<file path="config.mk">
export PLATFORM = sky130hd
export DESIGN_NAME = dp_alu
export DESIGN_NICKNAME = d
export VERILOG_FILES = /design/src/rtl/dp_alu_pkg.sv /design/src/rtl/dp_alu_ctrl.sv /design/src/rtl/dp_alu_datapath.sv /design/src/rtl/dp_alu.sv
export SDC_FILE = /design/constraint.sdc
export NUM_CORES = 1
export LEC_CHECK = 0
export BUFFER_PORTS_ARGS = -buffer_cell sky130_fd_sc_hd__buf_4
export CORE_ASPECT_RATIO = 1.5
export CORE_MARGIN = 3
export CORE_UTILIZATION = 55
export CTS_BUF_LIST = sky130_fd_sc_hd__clkbuf_8
export DETAILED_ROUTE_END_ITERATION = 6
export PLACE_DENSITY = 0.8
export SLEW_MARGIN = 20
export SYNTH_ARGS = -nofsm -noshare
export SYNTH_HDL_FRONTEND = slang
export SYNTH_HIERARCHICAL = 1
export SYNTH_SLANG_ARGS = --single-unit
</file>
<file path="constraint.sdc">
create_clock -name clk -period 6.7 [get_ports clk]
set_clock_uncertainty 0.15 [all_clocks]
set_input_delay 1.005 -clock clk [delete_from_list [all_inputs] [get_ports clk]]
set_output_delay 1.005 -clock clk [all_outputs]
set_load 0.1 [all_outputs]
</file>
<file path="src/rtl/dp_alu_pkg.sv">
package dp_alu_pkg;

  typedef struct packed {
    logic n;
    logic z;
    logic c;
    logic v;
  } flagsT;

  typedef enum logic [1:0] {
    GRP_LOGIC = 2'd0,
    GRP_ADD   = 2'd1,
    GRP_SUB   = 2'd2
  } grpT;

  typedef enum logic [2:0] {
    LF_AND = 3'd0,
    LF_EOR = 3'd1,
    LF_ORR = 3'd2,
    LF_MOV = 3'd3,
    LF_BIC = 3'd4,
    LF_MVN = 3'd5
  } logicFnT;

  // Strobes from control to datapath
  typedef struct packed {
    logic    hit;
    logic    condPass;
    logic    writeRd;
    logic    setFlags;
    grpT     grp;
    logicFnT lfn;
    logic    swap;
    logic    useFlagC;
  } strobeT;

endpackage

</file>
<file path="src/rtl/dp_alu_ctrl.sv">
module dp_alu_ctrl
  import dp_alu_pkg::*;
(
  input  logic [3:0] condField,
  input  logic [3:0] classBits,
  input  logic [3:0] opField,
  input  logic       sBit,
  input  flagsT      flagsIn,
  output strobeT     strobe
);

  logic condOk;
  logic cmpGroup;

  assign cmpGroup = (opField[3:2] == 2'b10);

  // condition evaluation
  always_comb begin
    unique case (condField)
      4'd0:    condOk = flagsIn.z;
      4'd1:    condOk = !flagsIn.z;
      4'd2:    condOk = flagsIn.c;
      4'd3:    condOk = !flagsIn.c;
      4'd4:    condOk = flagsIn.n;
      4'd5:    condOk = !flagsIn.n;
      4'd6:    condOk = flagsIn.v;
      4'd7:    condOk = !flagsIn.v;
      4'd8:    condOk = flagsIn.c && !flagsIn.z;
      4'd9:    condOk = !flagsIn.c || flagsIn.z;
      4'd10:   condOk = (flagsIn.n == flagsIn.v);
      4'd11:   condOk = (flagsIn.n != flagsIn.v);
      4'd12:   condOk = !flagsIn.z && (flagsIn.n == flagsIn.v);
      4'd13:   condOk = flagsIn.z || (flagsIn.n != flagsIn.v);
      4'd14:   condOk = 1'b1;
      default: condOk = 1'b0;
    endcase
  end

  // opcode decode
  always_comb begin
    strobe          = '0;
    strobe.hit      = (classBits == 4'd0) && !(cmpGroup && !sBit);
    strobe.condPass = condOk;
    strobe.writeRd  = !cmpGroup;
    strobe.setFlags = sBit;
    strobe.grp      = GRP_LOGIC;
    strobe.lfn      = LF_AND;
    strobe.swap     = 1'b0;
    strobe.useFlagC = 1'b0;
    unique case (opField)
      4'd0, 4'd8:  strobe.lfn = LF_AND;
      4'd1, 4'd9:  strobe.lfn = LF_EOR;
      4'd2, 4'd10: strobe.grp = GRP_SUB;
      4'd3: begin
        strobe.grp  = GRP_SUB;
        strobe.swap = 1'b1;
      end
      4'd4, 4'd11: strobe.grp = GRP_ADD;
      4'd5: begin
        strobe.grp      = GRP_ADD;
        strobe.useFlagC = 1'b1;
      end
      4'd6: begin
        strobe.grp      = GRP_SUB;
        strobe.useFlagC = 1'b1;
      end
      4'd7: begin
        strobe.grp      = GRP_SUB;
        strobe.swap     = 1'b1;
        strobe.useFlagC = 1'b1;
      end
      4'd12:   strobe.lfn = LF_ORR;
      4'd13:   strobe.lfn = LF_MOV;
      4'd14:   strobe.lfn = LF_BIC;
      default: strobe.lfn = LF_MVN;
    endcase
  end

endmodule

</file>
<file path="src/rtl/dp_alu_datapath.sv">
module dp_alu_datapath
  import dp_alu_pkg::*;
#(
  parameter int DATA_W = 32
) (
  input  logic              clk,
  input  logic              rstN,
  input  logic              inValid,
  input  strobeT            strobe,
  input  logic [3:0]        rdField,
  input  logic [DATA_W-1:0] opA,
  input  logic [DATA_W-1:0] opB,
  input  logic              shCarry,
  input  flagsT             flagsIn,
  output logic              outValid,
  output logic              classHit,
  output logic              wrEn,
  output logic [3:0]        rdIdx,
  output logic [DATA_W-1:0] result,
  output flagsT             flagsOut
);

  localparam int SUM_W = DATA_W + 1;
  localparam int MSB   = DATA_W - 1;

  logic [DATA_W-1:0] opX;
  logic [DATA_W-1:0] opY;
  logic [DATA_W-1:0] ySum;
  logic              carryIn;
  logic [SUM_W-1:0]  sumFull;
  logic [DATA_W-1:0] logicRes;
  logic [DATA_W-1:0] aluRes;
  flagsT             newFlags;
  flagsT             nextFlags;
  logic              commit;

  // operand routing and adder
  assign opX     = strobe.swap ? opB : opA;
  assign opY     = strobe.swap ? opA : opB;
  assign ySum    = (strobe.grp == GRP_SUB) ? ~opY : opY;
  assign carryIn = strobe.useFlagC ? flagsIn.c : (strobe.grp == GRP_SUB);
  assign sumFull = {1'b0, opX} + {1'b0, ySum} + {{DATA_W{1'b0}}, carryIn};

  // logic unit
  always_comb begin
    unique case (strobe.lfn)
      LF_AND:  logicRes = opA & opB;
      LF_EOR:  logicRes = opA ^ opB;
      LF_ORR:  logicRes = opA | opB;
      LF_MOV:  logicRes = opB;
      LF_BIC:  logicRes = opA & ~opB;
      LF_MVN:  logicRes = ~opB;
      default: logicRes = '0;
    endcase
  end

  assign aluRes = (strobe.grp == GRP_LOGIC) ? logicRes : sumFull[DATA_W-1:0];

  // flag generation
  always_comb begin
    newFlags.n = aluRes[MSB];
    newFlags.z = (aluRes == '0);
    if (strobe.grp == GRP_LOGIC) begin
      newFlags.c = shCarry;
      newFlags.v = flagsIn.v;
    end else begin
      newFlags.c = sumFull[DATA_W];
      newFlags.v = (opX[MSB] == ySum[MSB]) && (aluRes[MSB] != opX[MSB]);
    end
  end

  // commit gating
  assign commit    = strobe.hit && strobe.condPass;
  assign nextFlags = (commit && strobe.setFlags) ? newFlags : flagsIn;

  // output register
  always_ff @(posedge clk) begin
    if (!rstN) begin
      outValid <= 1'b0;
      classHit <= 1'b0;
      wrEn     <= 1'b0;
      rdIdx    <= '0;
      result   <= '0;
      flagsOut <= '0;
    end else begin
      outValid <= inValid;
      wrEn     <= inValid && commit && strobe.writeRd;
      if (inValid) begin
        classHit <= strobe.hit;
        rdIdx    <= rdField;
        result   <= aluRes;
        flagsOut <= nextFlags;
      end
    end
  end


  wr_needs_valid_chk: assert property (@(posedge clk) disable iff (!rstN)
    wrEn |-> outValid);


  wr_needs_hit_chk: assert property (@(posedge clk) disable iff (!rstN)
    wrEn |-> classHit);

endmodule

</file>
<file path="src/rtl/dp_alu.sv">
module dp_alu
  import dp_alu_pkg::*;
#(
  parameter int DATA_W = 32
) (
  input  logic              clk,
  input  logic              rstN,
  input  logic              inValid,
  input  logic [31:0]       instr,
  input  logic [DATA_W-1:0] opA,
  input  logic [DATA_W-1:0] opB,
  input  logic              shCarry,
  input  logic [3:0]        flagsIn,
  output logic              outValid,
  output logic              classHit,
  output logic              wrEn,
  output logic [3:0]        rdIdx,
  output logic [DATA_W-1:0] result,
  output logic [3:0]        flagsOut
);

  strobeT strobe;
  flagsT  flagsOutS;
  logic   unusedInstr;

  assign unusedInstr = ^{instr[19:16], instr[11:5], instr[3:0]};

  dp_alu_ctrl u_ctrl (
    .condField (instr[31:28]),
    .classBits ({instr[27:25], instr[4]}),
    .opField   (instr[24:21]),
    .sBit      (instr[20]),
    .flagsIn   (flagsT'(flagsIn)),
    .strobe    (strobe)
  );

  dp_alu_datapath #(.DATA_W(DATA_W)) u_dp (
    .clk      (clk),
    .rstN     (rstN),
    .inValid  (inValid),
    .strobe   (strobe),
    .rdField  (instr[15:12]),
    .opA      (opA),
    .opB      (opB),
    .shCarry  (shCarry),
    .flagsIn  (flagsT'(flagsIn)),
    .outValid (outValid),
    .classHit (classHit),
    .wrEn     (wrEn),
    .rdIdx    (rdIdx),
    .result   (result),
    .flagsOut (flagsOutS)
  );

  assign flagsOut = flagsOutS;


  class_miss_quiet_chk: assert property (@(posedge clk) disable iff (!rstN)
    outValid && $past(instr[27:25] != 3'b000)
      |-> !classHit && !wrEn && (flagsOut == $past(flagsIn)));


  cmp_no_write_chk: assert property (@(posedge clk) disable iff (!rstN)
    outValid && $past(instr[24:23] == 2'b10) |-> !wrEn);


  s_clear_hold_chk: assert property (@(posedge clk) disable iff (!rstN)
    outValid && !$past(instr[20]) |-> flagsOut == $past(flagsIn));


  never_cond_chk: assert property (@(posedge clk) disable iff (!rstN)
    outValid && $past(instr[31:28] == 4'hF)
      |-> !wrEn && (flagsOut == $past(flagsIn)));


  rd_field_chk: assert property (@(posedge clk) disable iff (!rstN)
    outValid |-> rdIdx == $past(instr[15:12]));


  logic_v_keep_chk: assert property (@(posedge clk) disable iff (!rstN)
    outValid && $past(instr[24:21] == 4'd13) |-> flagsOut[0] == $past(flagsIn[0]));

endmodule

</file>
==> metrics <==
Post-CTS Hold Fix Bufs=0; Tcrit/Tclk final=0.868; Die Span X=98.2 um; Worst R2R Setup Slack=4.41 ns; worst r2r src=u_dp/flagsOut[2]; worst skew pair latency=0.30 ns; syn_area_per_cell=6.96 um^2; DRT iter0 DRCs=518; CP top delay family=compound AO/OA/AOI/OAI gates; Detailed Place HPWL=16.0 mm; Post-synth ARST share=0; MaxCap Viol Count=0; H-tree depth=2; fin nets=1253; Diodes inserted=0; Cell variety after synth=74; Area contributors post-synth=dfxtp_1 (12%), ha_1 (11%), mux2i_1 (8.3%); fmax=0.172 GHz; Leakage Power=0.00350 uW; Power Dens Cells=181 nW/um^2; buffers added on ports=131; Max Transition Viols Final=0; fillers=1121; remaining global-route overflow=0; top cell type's share of synthesized area=0.123; Post-route DRC=0; Peak VDD IR=0.0865 mV; Clock Path Buffers=2; DR vias=7778; EDFF count, synth=0; minimum clock period=5.81 ns; Pwr Total=1470 uW; Die ar.=14200 um^2; # rows=49; final RePlAce weighted congestion=0.969; number of synthesized register bits=43; Routed Antenna Nets=0; FF-to-FF End=u_dp/flagsOut[2]; Slew headroom=0.365; Tot GR Track Use=0.278; Initial Util=0.573; CORE AREA=12300 um^2; CP required=6.76 ns; HP Class=reg -> reg; CTS tree=done; final hold vios=0; Final setup viols=0; # resized after CTS=0; design area=8090 um^2; largest net degree at the start of global routing=83; initial antenna violation count=0; Worst Setup EP=u_dp/flagsOut[2]; Worst-path clk slew=0.08 ns; synthesized area=7020 um^2; Pre-antenna DRT Iters=5; Cells after Synth=1009; CP endpoint kind=flop; Stages on worst setup path=17; worst path cell trace=buf_4 -> nand2b_1 -> o22ai_1 -> nor2b_4 -> mux2_2 -> fa_1 -> fa_1 -> a21o_1 -> a221o_1 -> a311o_1 -> a21oi_4 -> xnor2_1 -> o21ai_1 -> nand4_1 -> nor4_1 -> nand4_1 -> o41ai_2; Final Util=0.660; Synth Flop Type=dfxtp_1; worst-path maximum fanout=7; Area after DPL=8010 um^2; via/cell ratio=6.28; area leader, netlist=dfxtp_1; Num CTS Buffers=5; crit start category=primary input; critical path's largest stage delay=0.51 ns; Syn-to-layout area delta=15.2%; die height=144 um; layout cells sized above 1=0.155; post-synthesis sequential area ratio=0.123; clock root cell=clkbuf_8; outcome=completed; WL final=20.8 mm; FF-to-FF path depth=8; Slew @ Worst Pin=0.950 ns; vias in the first global route=6857; syn nets=1178; CP startpoint=instr[23]; yosys warns=6; RSZ-0062 raised after global routing=no; I/O pin cnt=147; post-CTS setup buffers=0; worst path bufs/invs=1; Max stage delay cell, worst path=fa_1; WS Path Type=in -> reg; TNS Setup=0 ns; clock sinks=43; first-pass GRT wire length=33.0 mm; CP arrival=5.87 ns; WL/cell=16.8 um
-- sequential cells by signal, indices dropped and copies added, names as in the netlist --
name           cells
u_dp/outValid      1
u_dp/wrEn          1
u_dp/result       32
u_dp/classHit      1
u_dp/flagsOut      4
u_dp/rdIdx         4
-- worst min-delay path by stage --
stage	from	endpoint	cells after the start
finish	u_dp/result[3]	u_dp/result[3]	2
global route	u_dp/result[3]	u_dp/result[3]	2
CTS	u_dp/result[3]	u_dp/result[3]	2
detailed placement	u_dp/result[3]	u_dp/result[3]	2
global placement	u_dp/flagsOut[3]	u_dp/flagsOut[3]	2
floorplan	u_dp/flagsOut[3]	u_dp/flagsOut[3]	2
-- layer usage --
| metal | track usage | share of wire | routed length (um) | vias up |
|---|---|---|---|---|
| met3 | 0.0217 | 0.061 | 1280 | 35 |
| li1 | - | - | - | 3829 |
| met5 | 0 | 0 | 0 | - |
| met1 | 0.372 | 0.44 | 9080 | 3647 |
| met2 | 0.471 | 0.48 | 9900 | 267 |
| met4 | 0.103 | 0.027 | 561 | 0 |
-- cell usage after synthesis, drive strengths merged (12+ instances only) --
cell type	n
o22ai	17
buf	28
o221ai	17
inv	70
nand2b	15
clkbuf	43
a31oi	28
o21ai	104
nor3	15
a22oi	18
mux2i	58
a21o	14
nor2	100
xnor2	52
ha	63
dfxtp	43
nand2	90
a21oi	51
nand3	12
a211oi	22
-- layout by cell type, fill, tap and decap left out, types with 22 or more instances in the layout --
master / Yosys / layout
a211oi_1: 22 / 22
a21oi_1: 49 / 49
a31oi_1: 27 / 27
buf_4: 3 / 138
dfxtp_1: 43 / 43
ha_1: 63 / 63
inv_1: 70 / 72
mux2i_1: 58 / 58
nand2_1: 90 / 90
nor2_1: 99 / 96
o21ai_0: 102 / 102
xnor2_1: 52 / 52
-- area by class of cell --
cell class / instances / area [um^2] / area share
Clock buffer: 5 / 68.8 / 0.00851
Clock inverter: 3 / 12.5 / 0.00155
Inverter: 73 / 274 / 0.0339
Multi-Input combinational cell: 822 / 5630 / 0.695
Sequential cell: 43 / 861 / 0.106
Tap cell: 153 / 191 / 0.0237
Timing Repair Buffer: 139 / 1060 / 0.131
-- power breakdown --
part	internal, uW	total [uW]	leakage (uW)	switching, uW
sequential	281	294	0.000356	13.5
clock	70.1	155	0.0000505	85.4
combinational	358	1020	0.00309	658
-- tightest hold or removal path, stage by stage (launching register included) --
cell and delay, ns:
dfxtp_1 0.31, nand2_1 0.06, a21oi_1 0.05
-- metrics by stage --
step | worst slack [ns] | hold slack, ns | std cells
after floorplan | 0.728 | 0.755 | 1009
after global placement | 0.734 | 0.302 | 1230
after detailed placement | 0.651 | 0.307 | 1230
after CTS | 0.947 | 0.319 | 1238
after global routing | 0.731 | 0.356 | 1238
final | 0.886 | 0.316 | 1238
-- logic make-up (layout without fill, tap and decap cells) --
logic type | after synthesis | after routing | synth area share
AOI/OAI and AO/OA | 346 | 346 | 0.327
xor gates and xnor gates | 55 | 55 | 0.0686
adders and majority gates | 65 | 65 | 0.118
buffers and inverters | 144 | 220 | 0.0806
DFF | 43 | 43 | 0.123
muxes | 60 | 60 | 0.0859
and+or+nand+nor | 296 | 296 | 0.197
No activity file was read; power rests on OpenSTA's default activity.
